## src/rtl/sertx_pkg.sv

```systemverilog
package sertx_pkg;
  typedef enum logic [1:0] {
    PAR_NONE = 2'b00,
    PAR_ZERO = 2'b01,
    PAR_ODD  = 2'b10,
    PAR_EVEN = 2'b11
  } parMode_e;

  // strobes from control to datapath
  typedef struct packed {
    logic load;     // copy frame from holding register into shifter
    logic shift;    // advance to next bit
    logic idleFill; // frame finished, nothing waiting
  } txStrobe_t;
endpackage

```

## src/rtl/sertx_baud.sv

```systemverilog
module sertx_baud #(
  parameter int PRE_W = 2,
  parameter int DIV_W = 8
) (
  input  logic             clk,
  input  logic             rstN,
  input  logic             restart,
  input  logic [PRE_W-1:0] presSel,
  input  logic [DIV_W-1:0] divisor,
  output logic             bitTick
);
  localparam int PC_W = 2 ** PRE_W;

  logic [PC_W-1:0]  presCnt;
  logic [PC_W-1:0]  presMax;
  logic [DIV_W-1:0] divCnt;
  logic [DIV_W-1:0] divLast;
  logic             presTick;

  always_comb begin
    presMax  = {PC_W{1'b1}} >> (PC_W - int'(presSel));
    divLast  = (divisor == '0) ? '0 : divisor - 1'b1;
    presTick = (presCnt == presMax);
    bitTick  = presTick && (divCnt == divLast);
  end

  always_ff @(posedge clk or negedge rstN) begin
    if (!rstN) begin
      presCnt <= '0;
      divCnt  <= '0;
    end else if (restart) begin
      presCnt <= '0;
      divCnt  <= '0;
    end else if (presTick) begin
      presCnt <= '0;
      divCnt  <= (divCnt == divLast) ? '0 : divCnt + 1'b1;
    end else begin
      presCnt <= presCnt + 1'b1;
    end
  end
endmodule

```

## src/rtl/sertx_ctrl.sv

```systemverilog
module sertx_ctrl
  import sertx_pkg::*;
#(
  parameter int CNT_W = 4
) (
  input  logic             clk,
  input  logic             rstN,
  input  logic             wrEn,
  input  logic             holdValid,
  input  logic             bitTick,
  input  logic [CNT_W-1:0] frameLen,
  input  logic             irqAtEnd,
  output txStrobe_t        strobe,
  output logic             busy,
  output logic             txIrq
);
  typedef enum logic {ST_IDLE, ST_SEND} state_e;

  state_e           state;
  logic [CNT_W-1:0] bitCnt;
  logic             lastBit;

  always_comb begin
    lastBit         = (state == ST_SEND) && bitTick && (bitCnt == frameLen - 1'b1);
    strobe.load     = ((state == ST_IDLE) || lastBit) && holdValid;
    strobe.shift    = (state == ST_SEND) && bitTick && !lastBit;
    strobe.idleFill = lastBit && !holdValid;
  end

  always_ff @(posedge clk or negedge rstN) begin
    if (!rstN) begin
      state  <= ST_IDLE;
      bitCnt <= '0;
      busy   <= 1'b0;
      txIrq  <= 1'b0;
    end else begin
      if (strobe.load) begin
        state  <= ST_SEND;
        bitCnt <= '0;
      end else if (strobe.idleFill) begin
        state  <= ST_IDLE;
      end else if (strobe.shift) begin
        bitCnt <= bitCnt + 1'b1;
      end

      if (wrEn)                 busy <= 1'b1;
      else if (strobe.idleFill) busy <= 1'b0;

      txIrq <= irqAtEnd ? lastBit : strobe.load;
    end
  end
endmodule

```

## src/rtl/sertx_dp.sv

```systemverilog
module sertx_dp
  import sertx_pkg::*;
#(
  parameter int DATA_W = 8,
  parameter int FR_W   = DATA_W + 5,
  parameter int CNT_W  = 4
) (
  input  logic              clk,
  input  logic              rstN,
  input  logic              wrEn,
  input  logic [DATA_W-1:0] wrData,
  input  logic              expEn,
  input  logic              expBit,
  input  logic [1:0]        parMode,
  input  logic              twoStop,
  input  txStrobe_t         strobe,
  output logic              holdValid,
  output logic [CNT_W-1:0]  frameLen,
  output logic              txOut
);
  logic [DATA_W-1:0] holdData;
  logic [FR_W-1:0]   shReg;
  logic [FR_W-1:0]   frameNext;
  logic [CNT_W-1:0]  lenNext;
  logic              parBit;
  logic              onesOdd;
  parMode_e          pm;

  always_comb begin
    int idx;
    pm        = parMode_e'(parMode);
    onesOdd   = (^holdData) ^ (expEn & expBit);
    unique case (pm)
      PAR_ODD:  parBit = ~onesOdd;
      PAR_EVEN: parBit = onesOdd;
      default:  parBit = 1'b0;
    endcase
    frameNext = '1;
    frameNext[0] = 1'b0;
    frameNext[DATA_W:1] = holdData;
    idx = DATA_W + 1;
    if (expEn) begin
      frameNext[idx] = expBit;
      idx++;
    end
    if (pm != PAR_NONE) begin
      frameNext[idx] = parBit;
      idx++;
    end
    lenNext = CNT_W'(idx + 1 + int'(twoStop));
  end

  always_ff @(posedge clk or negedge rstN) begin
    if (!rstN) begin
      holdData  <= '0;
      holdValid <= 1'b0;
      shReg     <= '1;
      frameLen  <= '0;
    end else begin
      if (wrEn) begin
        holdData  <= wrData;
        holdValid <= 1'b1;
      end else if (strobe.load) begin
        holdValid <= 1'b0;
      end

      if (strobe.load) begin
        shReg    <= frameNext;
        frameLen <= lenNext;
      end else if (strobe.shift) begin
        shReg <= {1'b1, shReg[FR_W-1:1]};
      end else if (strobe.idleFill) begin
        shReg <= '1;
      end
    end
  end

  assign txOut = shReg[0];
endmodule

```

## src/rtl/serial_tx.sv

```systemverilog
module serial_tx
  import sertx_pkg::*;
#(
  parameter int DATA_W = 8,
  parameter int PRE_W  = 2,
  parameter int DIV_W  = 8
) (
  input  logic              clk,
  input  logic              rstN,
  input  logic              wrEn,
  input  logic [DATA_W-1:0] wrData,
  input  logic              expEn,
  input  logic              expBit,
  input  logic [1:0]        parMode,
  input  logic              twoStop,
  input  logic              irqAtEnd,
  input  logic [PRE_W-1:0]  presSel,
  input  logic [DIV_W-1:0]  divisor,
  output logic              txOut,
  output logic              busy,
  output logic              txIrq
);
  localparam int FR_W  = DATA_W + 5;
  localparam int CNT_W = $clog2(FR_W + 1);

  txStrobe_t        strobe;
  logic             holdValid;
  logic             bitTick;
  logic [CNT_W-1:0] frameLen;

  sertx_baud #(.PRE_W(PRE_W), .DIV_W(DIV_W)) u_baud (
    .clk(clk), .rstN(rstN), .restart(strobe.load),
    .presSel(presSel), .divisor(divisor), .bitTick(bitTick)
  );

  sertx_ctrl #(.CNT_W(CNT_W)) u_ctrl (
    .clk(clk), .rstN(rstN), .wrEn(wrEn), .holdValid(holdValid),
    .bitTick(bitTick), .frameLen(frameLen), .irqAtEnd(irqAtEnd),
    .strobe(strobe), .busy(busy), .txIrq(txIrq)
  );

  sertx_dp #(.DATA_W(DATA_W), .FR_W(FR_W), .CNT_W(CNT_W)) u_dp (
    .clk(clk), .rstN(rstN), .wrEn(wrEn), .wrData(wrData),
    .expEn(expEn), .expBit(expBit), .parMode(parMode), .twoStop(twoStop),
    .strobe(strobe), .holdValid(holdValid), .frameLen(frameLen), .txOut(txOut)
  );
endmodule

```

## config.mk

```make
export PLATFORM = sky130hd
export DESIGN_NAME = serial_tx
export DESIGN_NICKNAME = d
export VERILOG_FILES = /design/src/rtl/sertx_pkg.sv /design/src/rtl/sertx_baud.sv /design/src/rtl/sertx_ctrl.sv /design/src/rtl/sertx_dp.sv /design/src/rtl/serial_tx.sv
export SDC_FILE = /design/constraint.sdc
export NUM_CORES = 1
export LEC_CHECK = 0
export ABC_AREA = 1
export BUFFER_PORTS_ARGS = -buffer_cell sky130_fd_sc_hd__clkbuf_2
export CAP_MARGIN = 5
export CORE_UTILIZATION = 35
export DETAILED_ROUTE_END_ITERATION = 16
export GPL_TIMING_DRIVEN = 0
export PLACE_DENSITY = 0.63
export SETUP_SLACK_MARGIN = 0.3
export SYNTH_ARGS = -nofsm -noshare
export SYNTH_HDL_FRONTEND = slang
export SYNTH_SLANG_ARGS = --single-unit
```

## constraint.sdc

```tcl
create_clock -name clk -period 2.9 [get_ports clk]
set_input_delay 0.29 -clock clk [delete_from_list [all_inputs] [get_ports clk]]
set_output_delay 0.29 -clock clk [all_outputs]
set_load 0.005 [all_outputs]
```

# [Word-level counts from Yosys, hierarchy flattened]
# Index checks and enable logic that the tools add are counted.
[word_totals] regBits=45 latch_bits=0 ram_bits=0 mem_bits_ro=0 out_inout_bits=3 memories=0
[op_classes] addsub=9 n_mul=0 div=0 magnitude_cmp=2 n_eq_ne=6 shifts=1 mux=26 bitwise_logic=4 n_reduce_logical=20
[ops] op="$mux 13" count=4
[ops] op="$mux 8" count=4
[ops] op="$shr 4x32->4 const A" count=1
[ops] op="$mux 4" count=6
[ops] op="$bwmux 13" count=1
[ops] op="$add 4x1->4 const B" count=3
[ops] op="$reduce_bool 2->1" count=6
[ops] op="$add 8x1->8 const B" count=1
[ops] op="$eq 4x4->1" count=2
[ops] op="$eq 8x8->1" count=1
[ops] op="$logic_not 8->1" count=1
[ops] op="$mux 1" count=8
[ops] op="$reduce_xor 8->1" count=1
[ops] op="$sub 8x1->8 const B" count=1
[ops] op="$logic_and 1x1->1" count=7
[ops] op="$lt 4x5->1 const B" count=1
[ops] op="$add 4x2->4" count=1
[ops] op="$add 4x2->4 const B" count=1
[ops] op="$demux 1 s4" count=1
[ops] op="$eq 2x2->1 const B" count=2
[ops] op="$ge 4x1->1 const B" count=1
[ops] op="$sub 3x2->4 const A" count=1
[ops] op="$sub 4x1->4 const B" count=1
[ops] op="$reduce_bool 3->1" count=1
[ops] op="9 further kinds" count=11

# [Longest topological paths before layout]
# Gate-level depths: netlist of the first run.
[logic_depth] word_depth=11 mapped_depth=17

# [Modules after synthesis]
# Synthesis of the first run repeated with hierarchy kept, for this count alone.
[unflattened] hier_cells=403 hier_area_um2=2817.7
[by_module_without_submodules] module="sertx_dp" instances=1 cells_per_inst=154 area_per_inst_um2=1193.6 seq_area_each_um2=614.3
[by_module_without_submodules] module="sertx_baud" instances=1 cells_per_inst=170 area_per_inst_um2=1073.5 seq_area_each_um2=300.3
[by_module_without_submodules] module="sertx_ctrl" instances=1 cells_per_inst=79 area_per_inst_um2=550.5 seq_area_each_um2=175.2

# [Least setup slack after synthesis of the first run]
# Ideal clock, no wire load.
[synth_timing] kind="register -> register" startpoint="register u_dp.frameLen[0]" endpoint="register u_dp.frameLen[3]" setup_ns=0.127 arrival_time_ns=1.877 t_required_ns=2.773 path_slack_ns=0.895 path_stages_with_launch=13 path_buffers=0 path_cell_list="dfrtp_1 -> inv_1 -> ha_1 -> or2_2 -> nand3_1 -> nor2_1 -> nand2_1 -> inv_1 -> nand4_4 -> nand2_4 -> nand2_4 -> inv_2 -> or2_2"
[synth_via] elab_chain_cells=5
[synth_lines] item="from (decl)" line="sertx_dp.sv:18" text="output logic [CNT_W-1:0] frameLen,"
[synth_lines] item="from (signal assigned)" line="sertx_dp.sv:69" text="frameLen <= lenNext;"
[synth_lines] item="$sub 4x1->4" line="sertx_ctrl.sv:24" text="lastBit = (state == ST_SEND) && bitTick && (bitCnt == frameLen - 1'b1);"
[synth_lines] item="$eq 4x4->1" line="sertx_ctrl.sv:24"
[synth_lines] item="$logic_and 1x1->1" line="sertx_ctrl.sv:24"
[synth_lines] item="$logic_or 1x1->1" line="sertx_ctrl.sv:25" text="strobe.load = ((state == ST_IDLE) || lastBit) && holdValid;"
[synth_lines] item="$logic_and 1x1->1" line="sertx_ctrl.sv:25"
# No other way between the ends.
# A chain may end at the register's enable or synchronous reset.

# [Final worst setup path of the first run]
# Same ends and word-level chain as after synthesis.

==> results of run 1 <==
sequential cells by signal, indices dropped and copies added (netlist names):
register and cells:
u_baud.divCnt 8, u_baud.presCnt 4, u_ctrl.bitCnt 4, u_ctrl.busy 1, u_ctrl.state 1, u_ctrl.txIrq 1
u_dp.frameLen 4, u_dp.holdData 8, u_dp.holdValid 1, u_dp.shReg 11
cell families (layout without fill, tap and decap cells):
kind of cell	Yosys count	after routing	synth area share [%]
adder cells (fa/ha/maj)	6	6	3.05
buffers and inverters	51	88	7.99
AND/OR/NAND/NOR	201	201	35.5
flip-flops	43	43	40.2
XOR/XNOR	21	21	6.79
AO/OA/AOI/OAI	28	28	6.05
multiplexers	1	1	0.369
stage by stage:
step | utilization (%) | setup slack [ns] | instance area [sq um] | hold slack [ns] | power, mW
2_1_floorplan | - | 0.895 | 2710 | -0.00559 | 1.27
3_3_place_gp | 40.4 | 0.493 | 2980 | 0.477 | 1.39
3_5_place_dp | 40.4 | 0.483 | 2980 | 0.474 | 1.41
4_1_cts | 41.8 | 0.640 | 3080 | 0.196 | 1.84
5_1_grt | 41.8 | 0.512 | 3080 | 0.198 | 1.96
6_report | 41.8 | 0.671 | 3080 | 0.184 | 1.82
final cells by class:
cell class / count / area share, %
sequential: 43 / 35.3
timing repair buffer: 29 / 4.71
multi-input combinational: 257 / 45.5
tap: 99 / 4.02
clock inverter: 1 / 0.244
inverter: 45 / 5.56
buffer: 6 / 1.46
clock buffer: 7 / 3.12
critical path: cells and delay by family (launching register included):
kind / cells / cell delay (ns)
DFF: 1 / 0.39
adders and majority gates: 1 / 0.30
and+or+nand+nor: 8 / 1.16
buffers and inverters: 3 / 0.27
metal layers:
metal | wire length [um] | share of wire (%) | vias up
met5 | 0 | 0 | -
met4 | 32 | 0.60 | 0
met2 | 2540 | 48 | 34
li1 | - | - | 1180
met3 | 158 | 3.0 | 5
met1 | 2560 | 48 | 1040
how the worst max path moves through the flow:
stage	from	to	slack [ns]	cells past startpoint
6_report	u_dp.frameLen[0]$_DFFE_PN0P_	u_dp.frameLen[3]$_DFFE_PN0P_	0.67	12
5_1_grt	u_dp.frameLen[0]$_DFFE_PN0P_	u_dp.frameLen[3]$_DFFE_PN0P_	0.51	12
4_1_cts	u_dp.frameLen[0]$_DFFE_PN0P_	u_dp.frameLen[3]$_DFFE_PN0P_	0.64	12
3_5_place_dp	divisor[0]	u_ctrl.bitCnt[2]$_DFFE_PN0P_	0.48	17
3_3_place_gp	divisor[0]	u_ctrl.bitCnt[0]$_DFFE_PN0P_	0.49	15
2_1_floorplan	u_dp.frameLen[0]$_DFFE_PN0P_	u_dp.frameLen[3]$_DFFE_PN0P_	0.90	12
power breakdown:
part           total, mW  internal [mW]  switching, mW
clock network      0.420          0.217          0.203
registers          0.831          0.727          0.104
logic              0.567          0.232          0.335
synth_stat cells (all sizes together):
cell and number:
ha 5, nand3 38, xnor2 8, dfrtp 32
nand2 91, o21ai 20, o21bai 1, fa 1
or2 13, nor3 6, a211oi 1, nor2 44
o22ai 2, clkbuf 2, mux2i 1, nor4 1
o2111ai 1, dfstp 11, o211ai 1, buf 4
nand4 6, inv 45, xor2 13, a21oi 2
nand3b 2
==> qor.json, run 1 <==
{
  "run_status": {"value": "completed"},
  "post_drt_via_cell_ratio": {"value": 4.64},
  "power_density": {"value": 589, "unit": "nW/um^2"},
  "i_o_pins": {"value": 30},
  "setup_violations": {"value": 0},
  "syn-mean-instance-area": {"value": 7.72, "unit": "sq um"},
  "die_width": {"value": 90.0, "unit": "um"},
  "vias": {"value": 2259},
  "tns": {"value": 0, "unit": "ns"},
  "r2r_end": {"value": "u_dp.frameLen[3]$_DFFE_PN0P_"},
  "clock_edge_transition_at_the_registers_on_the_reported_setup_and_hold_paths": {"value": 0.08, "unit": "ns"},
  "clock_tree_from_tritoncts": {"value": "done"},
  "portBuffers": {"value": 29},
  "rsz0062_at_grt": {"value": "false"},
  "root_buffer_cell": {"value": "sky130_fd_sc_hd__clkbuf_8"},
  "final_hold_viol_count": {"value": 0},
  "post_cts_repair_timing_setup_buffer_count": {"value": 0},
  "grt_util_all_layers": {"value": 14.0, "unit": "%"},
  "yosys.area.top_type_share": {"value": 29.5, "unit": "%"},
  "drt_iter0_drc": {"value": 100},
  "drc": {"value": 0},
  "yosysTopAreaCell": {"value": "sky130_fd_sc_hd__dfrtp_1"},
  "cap_violations": {"value": 0},
  "yosys-top-cells-area": {"value": "sky130_fd_sc_hd__dfrtp_1 30%, sky130_fd_sc_hd__nand2_1 12%, sky130_fd_sc_hd__dfstp_2 11%"},
  "die_area": {"value": 8100, "unit": "sq um"},
  "vias_in_the_first_global_route": {"value": 2178},
  "starting_density_of_the_core": {"value": 36.8, "unit": "%"},
  "critical_path_peak_fanout": {"value": 9},
  "min_period_over_period": {"value": 76.9, "unit": "%"},
  "syn_nets": {"value": 384},
  "fin_crit": {"value": 2.23, "unit": "ns"},
  "syn-instance-count": {"value": 351},
  "global_placement_routability_congestion": {"value": 0.785},
  "yosysWarningCount": {"value": 0},
  "worstPathCellList": {"value": "inv_1, ha_1, or2_2, nand3_1, nor2_1, nand2_1, inv_1, nand4_4, nand2_4, nand2_4, inv_2, or2_2"},
  "max_freq": {"value": 449, "unit": "MHz"},
  "reg2regPathDepth": {"value": 12},
  "crit-reg2reg-launch": {"value": "u_dp.frameLen[0]$_DFFE_PN0P_"},
  "final_layout_size_suffix_gt1_share": {"value": 21.1, "unit": "%"},
  "cts.hold.buffers_added": {"value": 0},
  "vdd_drop_max": {"value": 0.326, "unit": "mV"},
  "cts_resized": {"value": 0},
  "report.final.slew_viol_count": {"value": 0},
  "tightest_slew": {"value": 1.07, "unit": "ns"},
  "drt_pre_antenna_iters": {"value": 4},
  "placedCellCount": {"value": 479},
  "clock_latency": {"value": 0.29, "unit": "ns"},
  "cts-htree-levels": {"value": 2},
  "std_cell_rows": {"value": 31},
  "grt_first_pass_wirelength": {"value": 9.42, "unit": "mm"},
  "cpPeakStageDelay": {"value": 0.39, "unit": "ns"},
  "critPathSlowestCell": {"value": "sky130_fd_sc_hd__dfrtp_1"},
  "grt_start_max_net_pins": {"value": 44},
  "layout.cells.non_filler": {"value": 487},
  "antenna_violating_nets_post_route": {"value": 0},
  "cts-root-to-sink-buffers": {"value": 2},
  "dp.final_hpwl": {"value": 4.06, "unit": "mm"},
  "seqCellArea": {"value": 1090, "unit": "sq um"},
  "reg2reg_slack": {"value": 0.67, "unit": "ns"},
  "power.static_leakage": {"value": 1.63, "unit": "nW"},
  "fillCellCount": {"value": 765},
  "antenna_cells": {"value": 0},
  "post_synth_instance_area": {"value": 2710, "unit": "sq um"},
  "syn_to_final_growth": {"value": 13.8, "unit": "%"},
  "initial_antenna_violation_count": {"value": 0},
  "clock-skew-final": {"value": 0.00553, "unit": "ns"},
  "core_area": {"value": 7370, "unit": "sq um"},
  "chipHeight": {"value": 90.0, "unit": "um"},
  "crit_arrival": {"value": 2.41, "unit": "ns"},
  "finalNetCount": {"value": 420},
  "tritoncts_buffer_count": {"value": 5},
  "max_slew_margin": {"value": 28.5, "unit": "%"},
  "synthDistinctLibCells": {"value": 37},
  "area_taken_by_multi_input_logic_gates": {"value": 1400, "unit": "sq um"},
  "timing.setup.critical_path_class": {"value": "reg -> reg"},
  "setup_crit_end_kind": {"value": "flop"},
  "global_route.usage.met2": {"value": 23.5, "unit": "%"},
  "hold_path_class": {"value": "in -> async"},
  "postSynthRegisterBits": {"value": 43},
  "timing.critical_path.from_type": {"value": "flop"},
  "mostFrequentLayoutCells": {"value": "86 x sky130_fd_sc_hd__nand2_1, 41 x sky130_fd_sc_hd__inv_1, 37 x sky130_fd_sc_hd__nand3_1"},
  "grtUsageMet3": {"value": 2.79, "unit": "%"},
  "synth_sequential_area_ratio": {"value": 40.2, "unit": "%"},
  "routedWlPerCell": {"value": 10.9, "unit": "um"},
  "globalRoute.totalOverflow": {"value": 0},
  "layout.cells.most_common": {"value": "sky130_fd_sc_hd__nand2_1"},
  "busiest_layer": {"value": "met2"},
  "drt_wl_total": {"value": 5.29, "unit": "mm"},
  "cp.required": {"value": 3.08, "unit": "ns"},
  "clock_sink_count": {"value": 43},
  "grt_util_met1": {"value": 18.9, "unit": "%"}
}
No activity file was read; power rests on OpenSTA's default activity.
==> inputs of run 2 (changes only) <==
Settings changed: PLACE_DENSITY 0.63 to 0.65.
Clock period 2.9 ns to 1.8 ns, I/O delays scaled along.
==> qor.json, run 2 (same netlist as run 1, synthesis figures left out) <==
{
  "run_status": {"value": "complete, but fails checks"},
  "failing_checks": {"value": "setup timing"},
  "vdd_drop_max": {"value": 0.470, "unit": "mV"},
  "pre_cts_slack": {"value": -0.462, "unit": "ns"},
  "top_regs": {"value": "u_dp.shReg: 11 flops, u_baud.divCnt: 8 flops, u_dp.holdData: 8 flops"},
  "die_area": {"value": 8100, "unit": "sq um"},
  "layout.cells.most_common": {"value": "sky130_fd_sc_hd__nand2_1"},
  "min_period_over_period": {"value": 106, "unit": "%"},
  "cap_violations": {"value": 0},
  "tritoncts_buffer_count": {"value": 5},
  "routedWlPerCell": {"value": 11.6, "unit": "um"},
  "final_layout_size_suffix_gt1_share": {"value": 34.1, "unit": "%"},
  "antenna_cells": {"value": 0},
  "std_cell_rows": {"value": 31},
  "timing.critical_path.from_type": {"value": "flop"},
  "antenna_violating_nets_post_route": {"value": 0},
  "cts-htree-levels": {"value": 2},
  "clock_sink_count": {"value": 43},
  "dp.final_hpwl": {"value": 4.03, "unit": "mm"},
  "grt_start_max_net_pins": {"value": 44},
  "timing.setup.critical_path_class": {"value": "reg -> reg"},
  "drt_wl_total": {"value": 5.83, "unit": "mm"},
  "clock-skew-final": {"value": 0.0105, "unit": "ns"},
  "switching_share": {"value": 35.6, "unit": "%"},
  "vias": {"value": 2354},
  "grt_first_pass_wirelength": {"value": 10.2, "unit": "mm"},
  "drt_pre_antenna_iters": {"value": 4},
  "core_area": {"value": 7370, "unit": "sq um"},
  "final_core_util": {"value": 47.2, "unit": "%"},
  "critical_path_peak_fanout": {"value": 8},
  "max_slew_margin": {"value": 27.7, "unit": "%"},
  "worst_hold_slack": {"value": 0.0716, "unit": "ns"},
  "report.final.slew_viol_count": {"value": 0},
  "drc": {"value": 0},
  "drt_iter0_drc": {"value": 93},
  "cellInternalPower": {"value": 2.10, "unit": "mW"},
  "root_buffer_cell": {"value": "sky130_fd_sc_hd__clkbuf_8"},
  "power.static_leakage": {"value": 1.75, "unit": "nW"},
  "post-layout-total-power": {"value": 3.26, "unit": "mW"},
  "grt_util_all_layers": {"value": 15.4, "unit": "%"},
  "clock_latency": {"value": 0.30, "unit": "ns"},
  "largest_register": {"value": "u_dp.shReg"},
  "i_o_pins": {"value": 30},
  "power_density": {"value": 937, "unit": "nW/um^2"},
  "sequentialPowerShare": {"value": 41.1, "unit": "%"},
  "chipHeight": {"value": 90.0, "unit": "um"},
  "mostFrequentLayoutCells": {"value": "76 x sky130_fd_sc_hd__nand2_1, 33 x sky130_fd_sc_hd__inv_1, 32 x sky130_fd_sc_hd__nand3_1, 32 x sky130_fd_sc_hd__dfrtp_1"},
  "max_freq": {"value": 525, "unit": "MHz"},
  "global_placement_routability_congestion": {"value": 0.809},
  "setup_crit_end_kind": {"value": "flop"},
  "post_drt_via_cell_ratio": {"value": 4.67},
  "portBuffers": {"value": 29},
  "power.share.combinational": {"value": 36.6, "unit": "%"},
  "netSwitchingPower": {"value": 1.16, "unit": "mW"},
  "final.setup.worst_slack": {"value": -0.104, "unit": "ns"},
  "starting_density_of_the_core": {"value": 36.8, "unit": "%"},
  "setup_violations": {"value": 29},
  "crit_arrival": {"value": 2.10, "unit": "ns"},
  "tightest_slew": {"value": 1.08, "unit": "ns"},
  "cts-root-to-sink-buffers": {"value": 2},
  "clock_edge_transition_at_the_registers_on_the_reported_setup_and_hold_paths": {"value": 0.08, "unit": "ns"},
  "final_hold_viol_count": {"value": 0},
  "syn_to_final_growth": {"value": 28.4, "unit": "%"},
  "initial_antenna_violation_count": {"value": 0},
  "vias_in_the_first_global_route": {"value": 2310},
  "hold_path_class": {"value": "in -> async"},
  "fin_crit": {"value": 1.90, "unit": "ns"},
  "cp.required": {"value": 2.00, "unit": "ns"},
  "globalRoute.totalOverflow": {"value": 0},
  "power.clock.fraction": {"value": 22.4, "unit": "%"},
  "clock_tree_from_tritoncts": {"value": "done"},
  "die_width": {"value": 90.0, "unit": "um"},
  "finalNetCount": {"value": 438},
  "number_of_flip_flops_in_the_largest_register": {"value": 11},
  "rsz0062_at_grt": {"value": "true"}
}
## run 2: path summary, 6_finish.rpt
| check | startpoint | endpoint | cells after the start | slack (ns) |
|---|---|---|---|---|
| worst max-delay path | u_dp.frameLen[0]$_DFFE_PN0P_ | u_ctrl.bitCnt[1]$_DFFE_PN0P_ | 13 | -0.10 |
| worst min-delay path | rstN | u_dp.holdData[5]$_DFFE_PN0P_ | 1 | 0.07 |
| worst max register to register | u_dp.frameLen[0]$_DFFE_PN0P_ | u_ctrl.bitCnt[1]$_DFFE_PN0P_ | 13 | -0.10 |
| worst min register to register | u_dp.shReg[5]$_DFFE_PN1P_ | u_dp.shReg[5]$_DFFE_PN1P_ | 2 | 0.50 |
| max in group asynchronous | rstN | u_baud.divCnt[6]$_DFFE_PN0P_ | 1 | 1.07 |
| min in group clk | wrData[4] | u_dp.holdData[4]$_DFFE_PN0P_ | 3 | 0.08 |
## run 2: repair_timing
action / 4_1_cts / 5_1_grt
gates resized for setup: 32 / 35
buffers inserted: 12 / 3
cloned: 2 / 1
setup endpoints to repair: 35 / 35
pin swaps: 6 / 1
hold buffers: 0 / 0
## run 2: critical path, stage by stage, from the launching register on
cell and delay (ns):
sky130_fd_sc_hd__dfrtp_1 0.37, sky130_fd_sc_hd__inv_2 0.06, sky130_fd_sc_hd__ha_4 0.27, sky130_fd_sc_hd__or2_4 0.10
sky130_fd_sc_hd__nand3_2 0.06, sky130_fd_sc_hd__nor2_2 0.12, sky130_fd_sc_hd__nand2_2 0.09, sky130_fd_sc_hd__inv_2 0.08
sky130_fd_sc_hd__nand4_4 0.11, sky130_fd_sc_hd__nand2_4 0.14, sky130_fd_sc_hd__nand2_8 0.12, sky130_fd_sc_hd__buf_8 0.16
sky130_fd_sc_hd__nand3_1 0.06, sky130_fd_sc_hd__nand2_1 0.05
## run 2: metrics by stage
stage               cell area [sq um]  std cells  TNS (ns)
finish                           3480        504     -2.00
global route                     3480        504     -6.15
floorplan                        2740        351   -0.0593
CTS                              3340        500    -0.956
global placement                 3010        479    -12.78
detailed placement               3010        479    -13.55
## run 2: per-layer routing
metal / wire [um] / global-route usage (%)
met3: 194 / 3.13
met2: 3020 / 27.8
met5: 0 / 0
met4: 71 / 4.03
met1: 2540 / 18.6
## run 2: power groups by stage
stage | clock, mW | combinational (mW) | sequential, mW
6_report | 0.729 | 1.19 | 1.34
5_1_grt | 0.794 | 1.35 | 1.37
4_1_cts | 0.748 | 1.07 | 1.34
3_5_place_dp | 0 | 0.945 | 1.35
3_3_place_gp | 0 | 0.919 | 1.35
2_1_floorplan | 0 | 0.754 | 1.31
## run 2: layout make-up
| class | instances | area [sq um] |
|---|---|---|
| inverters | 45 | 179 |
| flip-flops and latches | 43 | 1090 |
| repair inverters | 1 | 8.76 |
| clock inverters | 1 | 30.0 |
| fillers | 742 | 3890 |
| clock buffers | 6 | 72.6 |
| repair buffers | 46 | 319 |
| well taps | 99 | 124 |
| plain buffers | 6 | 56.3 |
| multi-input cells | 257 | 1600 |
==> inputs of run 3 (changes only) <==
Settings changed: ABC_AREA 1 to default, PLACE_DENSITY 0.65 to 0.53.
==> qor.json, run 3 <==
{
  "run_status": {"value": "complete, but fails checks"},
  "failing_checks": {"value": "setup timing"},
  "clock_latency": {"value": 0.30, "unit": "ns"},
  "syn_nets": {"value": 315},
  "power_density": {"value": 817, "unit": "nW/um^2"},
  "cap_violations": {"value": 0},
  "vias": {"value": 2265},
  "post_synth_mux_area_share": {"value": 3.84, "unit": "%"},
  "post_drt_via_cell_ratio": {"value": 5.14},
  "tightest_slew": {"value": 1.05, "unit": "ns"},
  "yosys_most_used_dff": {"value": "sky130_fd_sc_hd__dfrtp_1"},
  "reg2reg_slack": {"value": -0.73, "unit": "ns"},
  "worst_hold_slack": {"value": 0.0472, "unit": "ns"},
  "drt_pre_antenna_iters": {"value": 4},
  "post-layout-total-power": {"value": 2.96, "unit": "mW"},
  "chipHeight": {"value": 88.3, "unit": "um"},
  "rsz0062_at_grt": {"value": "true"},
  "finalNetCount": {"value": 374},
  "clock-skew-final": {"value": 0.00795, "unit": "ns"},
  "root_buffer_cell": {"value": "sky130_fd_sc_hd__clkbuf_8"},
  "final_hold_viol_count": {"value": 0},
  "cts-root-to-sink-buffers": {"value": 2},
  "die_width": {"value": 88.3, "unit": "um"},
  "synth-adder-area-share": {"value": 3.17, "unit": "%"},
  "clock_edge_transition_at_the_registers_on_the_reported_setup_and_hold_paths": {"value": 0.09, "unit": "ns"},
  "yosys.area.top_type_share": {"value": 30.7, "unit": "%"},
  "yosysWarningCount": {"value": 0},
  "layout.cells.most_common": {"value": "sky130_fd_sc_hd__dfrtp_1"},
  "post_synth_instance_area": {"value": 2610, "unit": "sq um"},
  "cts-htree-levels": {"value": 2},
  "largest_register": {"value": "u_dp.shReg"},
  "max_freq": {"value": 393, "unit": "MHz"},
  "antenna_cells": {"value": 0},
  "clock_tree_from_tritoncts": {"value": "done"},
  "cpPeakStageDelay": {"value": 0.40, "unit": "ns"},
  "antenna_violating_nets_post_route": {"value": 0},
  "clock_sink_count": {"value": 43},
  "setup_crit_end_kind": {"value": "flop"},
  "syn_to_final_growth": {"value": 38.9, "unit": "%"},
  "critPathBufInv": {"value": 4},
  "global_route.usage.met2": {"value": 26.4, "unit": "%"},
  "max_slew_margin": {"value": 29.8, "unit": "%"},
  "vdd_drop_max": {"value": 0.462, "unit": "mV"},
  "grt_util_all_layers": {"value": 16.5, "unit": "%"},
  "final.setup.worst_slack": {"value": -0.746, "unit": "ns"},
  "i_o_pins": {"value": 30},
  "drt_iter0_drc": {"value": 134},
  "reg2regPathDepth": {"value": 10},
  "drc": {"value": 0},
  "final_layout_size_suffix_gt1_share": {"value": 39.8, "unit": "%"},
  "timing.setup.critical_path_class": {"value": "in -> reg"},
  "report.final.slew_viol_count": {"value": 0},
  "xor_xnor_fraction_of_synth_area": {"value": 9.27, "unit": "%"},
  "yosys-top-cells-area": {"value": "sky130_fd_sc_hd__dfrtp_1 31%, sky130_fd_sc_hd__dfstp_2 11%, sky130_fd_sc_hd__xnor2_1 6.0%"},
  "dp.final_hpwl": {"value": 3.95, "unit": "mm"},
  "critical_path_peak_fanout": {"value": 4},
  "r2r_end": {"value": "u_ctrl.bitCnt[2]$_DFFE_PN0P_"},
  "std_cell_rows": {"value": 31},
  "cp_top_family": {"value": "simple AND/OR/NAND/NOR gates"},
  "power.static_leakage": {"value": 1.56, "unit": "nW"},
  "tns": {"value": -19.60, "unit": "ns"},
  "routedWlPerCell": {"value": 13.8, "unit": "um"},
  "synth_sequential_area_ratio": {"value": 41.8, "unit": "%"},
  "critPathSlowestCell": {"value": "sky130_fd_sc_hd__or3_4"},
  "top_regs": {"value": "u_dp.shReg: 11 flops, u_baud.divCnt: 8 flops, u_dp.holdData: 8 flops"},
  "die_area": {"value": 7800, "unit": "sq um"},
  "hold_path_class": {"value": "in -> async"},
  "grt_start_max_net_pins": {"value": 44},
  "starting_density_of_the_core": {"value": 36.1, "unit": "%"},
  "timing.critical_path.from_type": {"value": "input pin"},
  "syn-instance-count": {"value": 282},
  "netSwitchingPower": {"value": 972, "unit": "uW"},
  "yosysTopAreaCell": {"value": "sky130_fd_sc_hd__dfrtp_1"},
  "worstPathCellList": {"value": "clkbuf_16, or3_4, buf_6, or3_1, a211o_1, a311o_1, buf_4, nor3_4, buf_6, nand4b_4, or3_4, a21oi_2"},
  "portBuffers": {"value": 25},
  "top_post_synthesis_cells_by_count": {"value": "32 x sky130_fd_sc_hd__dfrtp_1, 27 x sky130_fd_sc_hd__nand2_1, 20 x sky130_fd_sc_hd__nor2_1"},
  "syn-mean-instance-area": {"value": 9.24, "unit": "sq um"},
  "number_of_flip_flops_in_the_largest_register": {"value": 11},
  "sequentialPowerShare": {"value": 43.6, "unit": "%"},
  "tritoncts_buffer_count": {"value": 5},
  "min_period_over_period": {"value": 141, "unit": "%"},
  "postSynthRegisterBits": {"value": 43},
  "largest_family_of_logic_cells_by_synthesized_area": {"value": "simple AND/OR/NAND/NOR gates"},
  "drt_wl_total": {"value": 6.07, "unit": "mm"},
  "core_area": {"value": 7210, "unit": "sq um"},
  "cellInternalPower": {"value": 1.99, "unit": "mW"},
  "globalRoute.totalOverflow": {"value": 0},
  "switching_share": {"value": 32.9, "unit": "%"},
  "crit_arrival": {"value": 2.79, "unit": "ns"},
  "fraction_of_the_mapped_netlist_area_in_compound_gates": {"value": 15.7, "unit": "%"},
  "setup_violations": {"value": 31},
  "initial_antenna_violation_count": {"value": 0},
  "grt_util_met1": {"value": 23.5, "unit": "%"},
  "yosys.area_share.simple": {"value": 21.7, "unit": "%"},
  "synth_edf_count": {"value": 0},
  "cp.required": {"value": 2.04, "unit": "ns"},
  "synthDistinctLibCells": {"value": 50},
  "synth.most_common_cell": {"value": "sky130_fd_sc_hd__dfrtp_1"},
  "fin_crit": {"value": 2.55, "unit": "ns"},
  "grtUsageMet3": {"value": 2.80, "unit": "%"},
  "power.share.combinational": {"value": 30.5, "unit": "%"},
  "global_placement_routability_congestion": {"value": 0.699},
  "power.clock.fraction": {"value": 25.9, "unit": "%"},
  "busiest_layer": {"value": "met2"},
  "vias_in_the_first_global_route": {"value": 1998},
  "grt_first_pass_wirelength": {"value": 9.89, "unit": "mm"},
  "crit-reg2reg-launch": {"value": "u_baud.divCnt[5]$_DFFE_PN0P_"},
  "mostFrequentLayoutCells": {"value": "31 x sky130_fd_sc_hd__dfrtp_1, 24 x sky130_fd_sc_hd__nand2_1, 24 x sky130_fd_sc_hd__clkbuf_2"},
  "synthArstFlopShare": {"value": 100, "unit": "%"}
}
[run 3: cell count changes in the layout (fill, tap and decap cells not counted), moves of 9 or more]
cell | before | now
sky130_fd_sc_hd__nand2_1 | 76 | 24
sky130_fd_sc_hd__nand3_1 | 32 | 6
sky130_fd_sc_hd__inv_1 | 33 | 13
sky130_fd_sc_hd__nor2_1 | 29 | 15
sky130_fd_sc_hd__xnor2_1 | 7 | 18
sky130_fd_sc_hd__buf_4 | 9 | 19
sky130_fd_sc_hd__inv_2 | 10 | 0
sky130_fd_sc_hd__nor2_2 | 11 | 2
[run 3: power groups by stage]
stage	clock, mW	combinational, mW	sequential [mW]
floorplan	0	0.595	1.25
global placement	0	0.747	1.29
finish	0.767	0.901	1.29
global route	0.817	1.01	1.32
detailed placement	0	0.759	1.29
CTS	0.789	0.841	1.28
[run 3: worst max path at each step]
stage	start	slack, ns	cells after the start	to
6_report	divisor[3]	-0.75	12	u_ctrl.bitCnt[2]$_DFFE_PN0P_
5_1_grt	divisor[0]	-0.83	14	u_ctrl.bitCnt[2]$_DFFE_PN0P_
3_3_place_gp	divisor[0]	-1.29	13	u_dp.shReg[7]$_DFFE_PN1P_
2_1_floorplan	divisor[2]	-0.91	10	u_ctrl.bitCnt[3]$_DFFE_PN0P_
4_1_cts	divisor[2]	-0.71	11	u_ctrl.bitCnt[2]$_DFFE_PN0P_
3_5_place_dp	divisor[0]	-1.30	13	u_dp.shReg[7]$_DFFE_PN1P_
[run 3: cell type report]
type / instances / area (sq um)
fillers: 697 / 3590
multi-input cells: 211 / 1650
flip-flops and latches: 43 / 1090
repair buffers: 52 / 429
plain buffers: 15 / 169
well taps: 99 / 124
clock buffers: 5 / 68.8
inverters: 13 / 48.8
clock inverters: 3 / 43.8
[run 3: cells by family after synthesis]
logic type      after synthesis
xor+xnor                     26
simple gates                106
compound gates               64
fa+ha+maj                     6
buf+inv                      28
mux                           9
flops                        43
[run 3: routing by layer]
layer	vias to the layer above	wire, um
li1	1123	-
met1	1099	2850
met2	34	2980
met3	9	177
met4	0	63
met5	-	0
[run 3: repair_timing]
item,4_1_cts,5_1_grt
hold buffers,0,0
setup endpoints to repair,35,35
pin swaps,24,19
gates cloned,3,1
setup buffers,12,11
gates resized for setup,49,32
[run 3: through the flow]
step / setup slack [ns] / utilization (%) / area (sq um) / cells
final: -0.746 / 50.2 / 3620 / 441
after CTS: -0.713 / 46.9 / 3380 / 429
after global placement: -1.29 / 40.3 / 2910 / 406
after floorplan: -0.911 / - / 2660 / 282
after global routing: -0.833 / 50.2 / 3620 / 441
after detailed placement: -1.30 / 40.3 / 2910 / 406
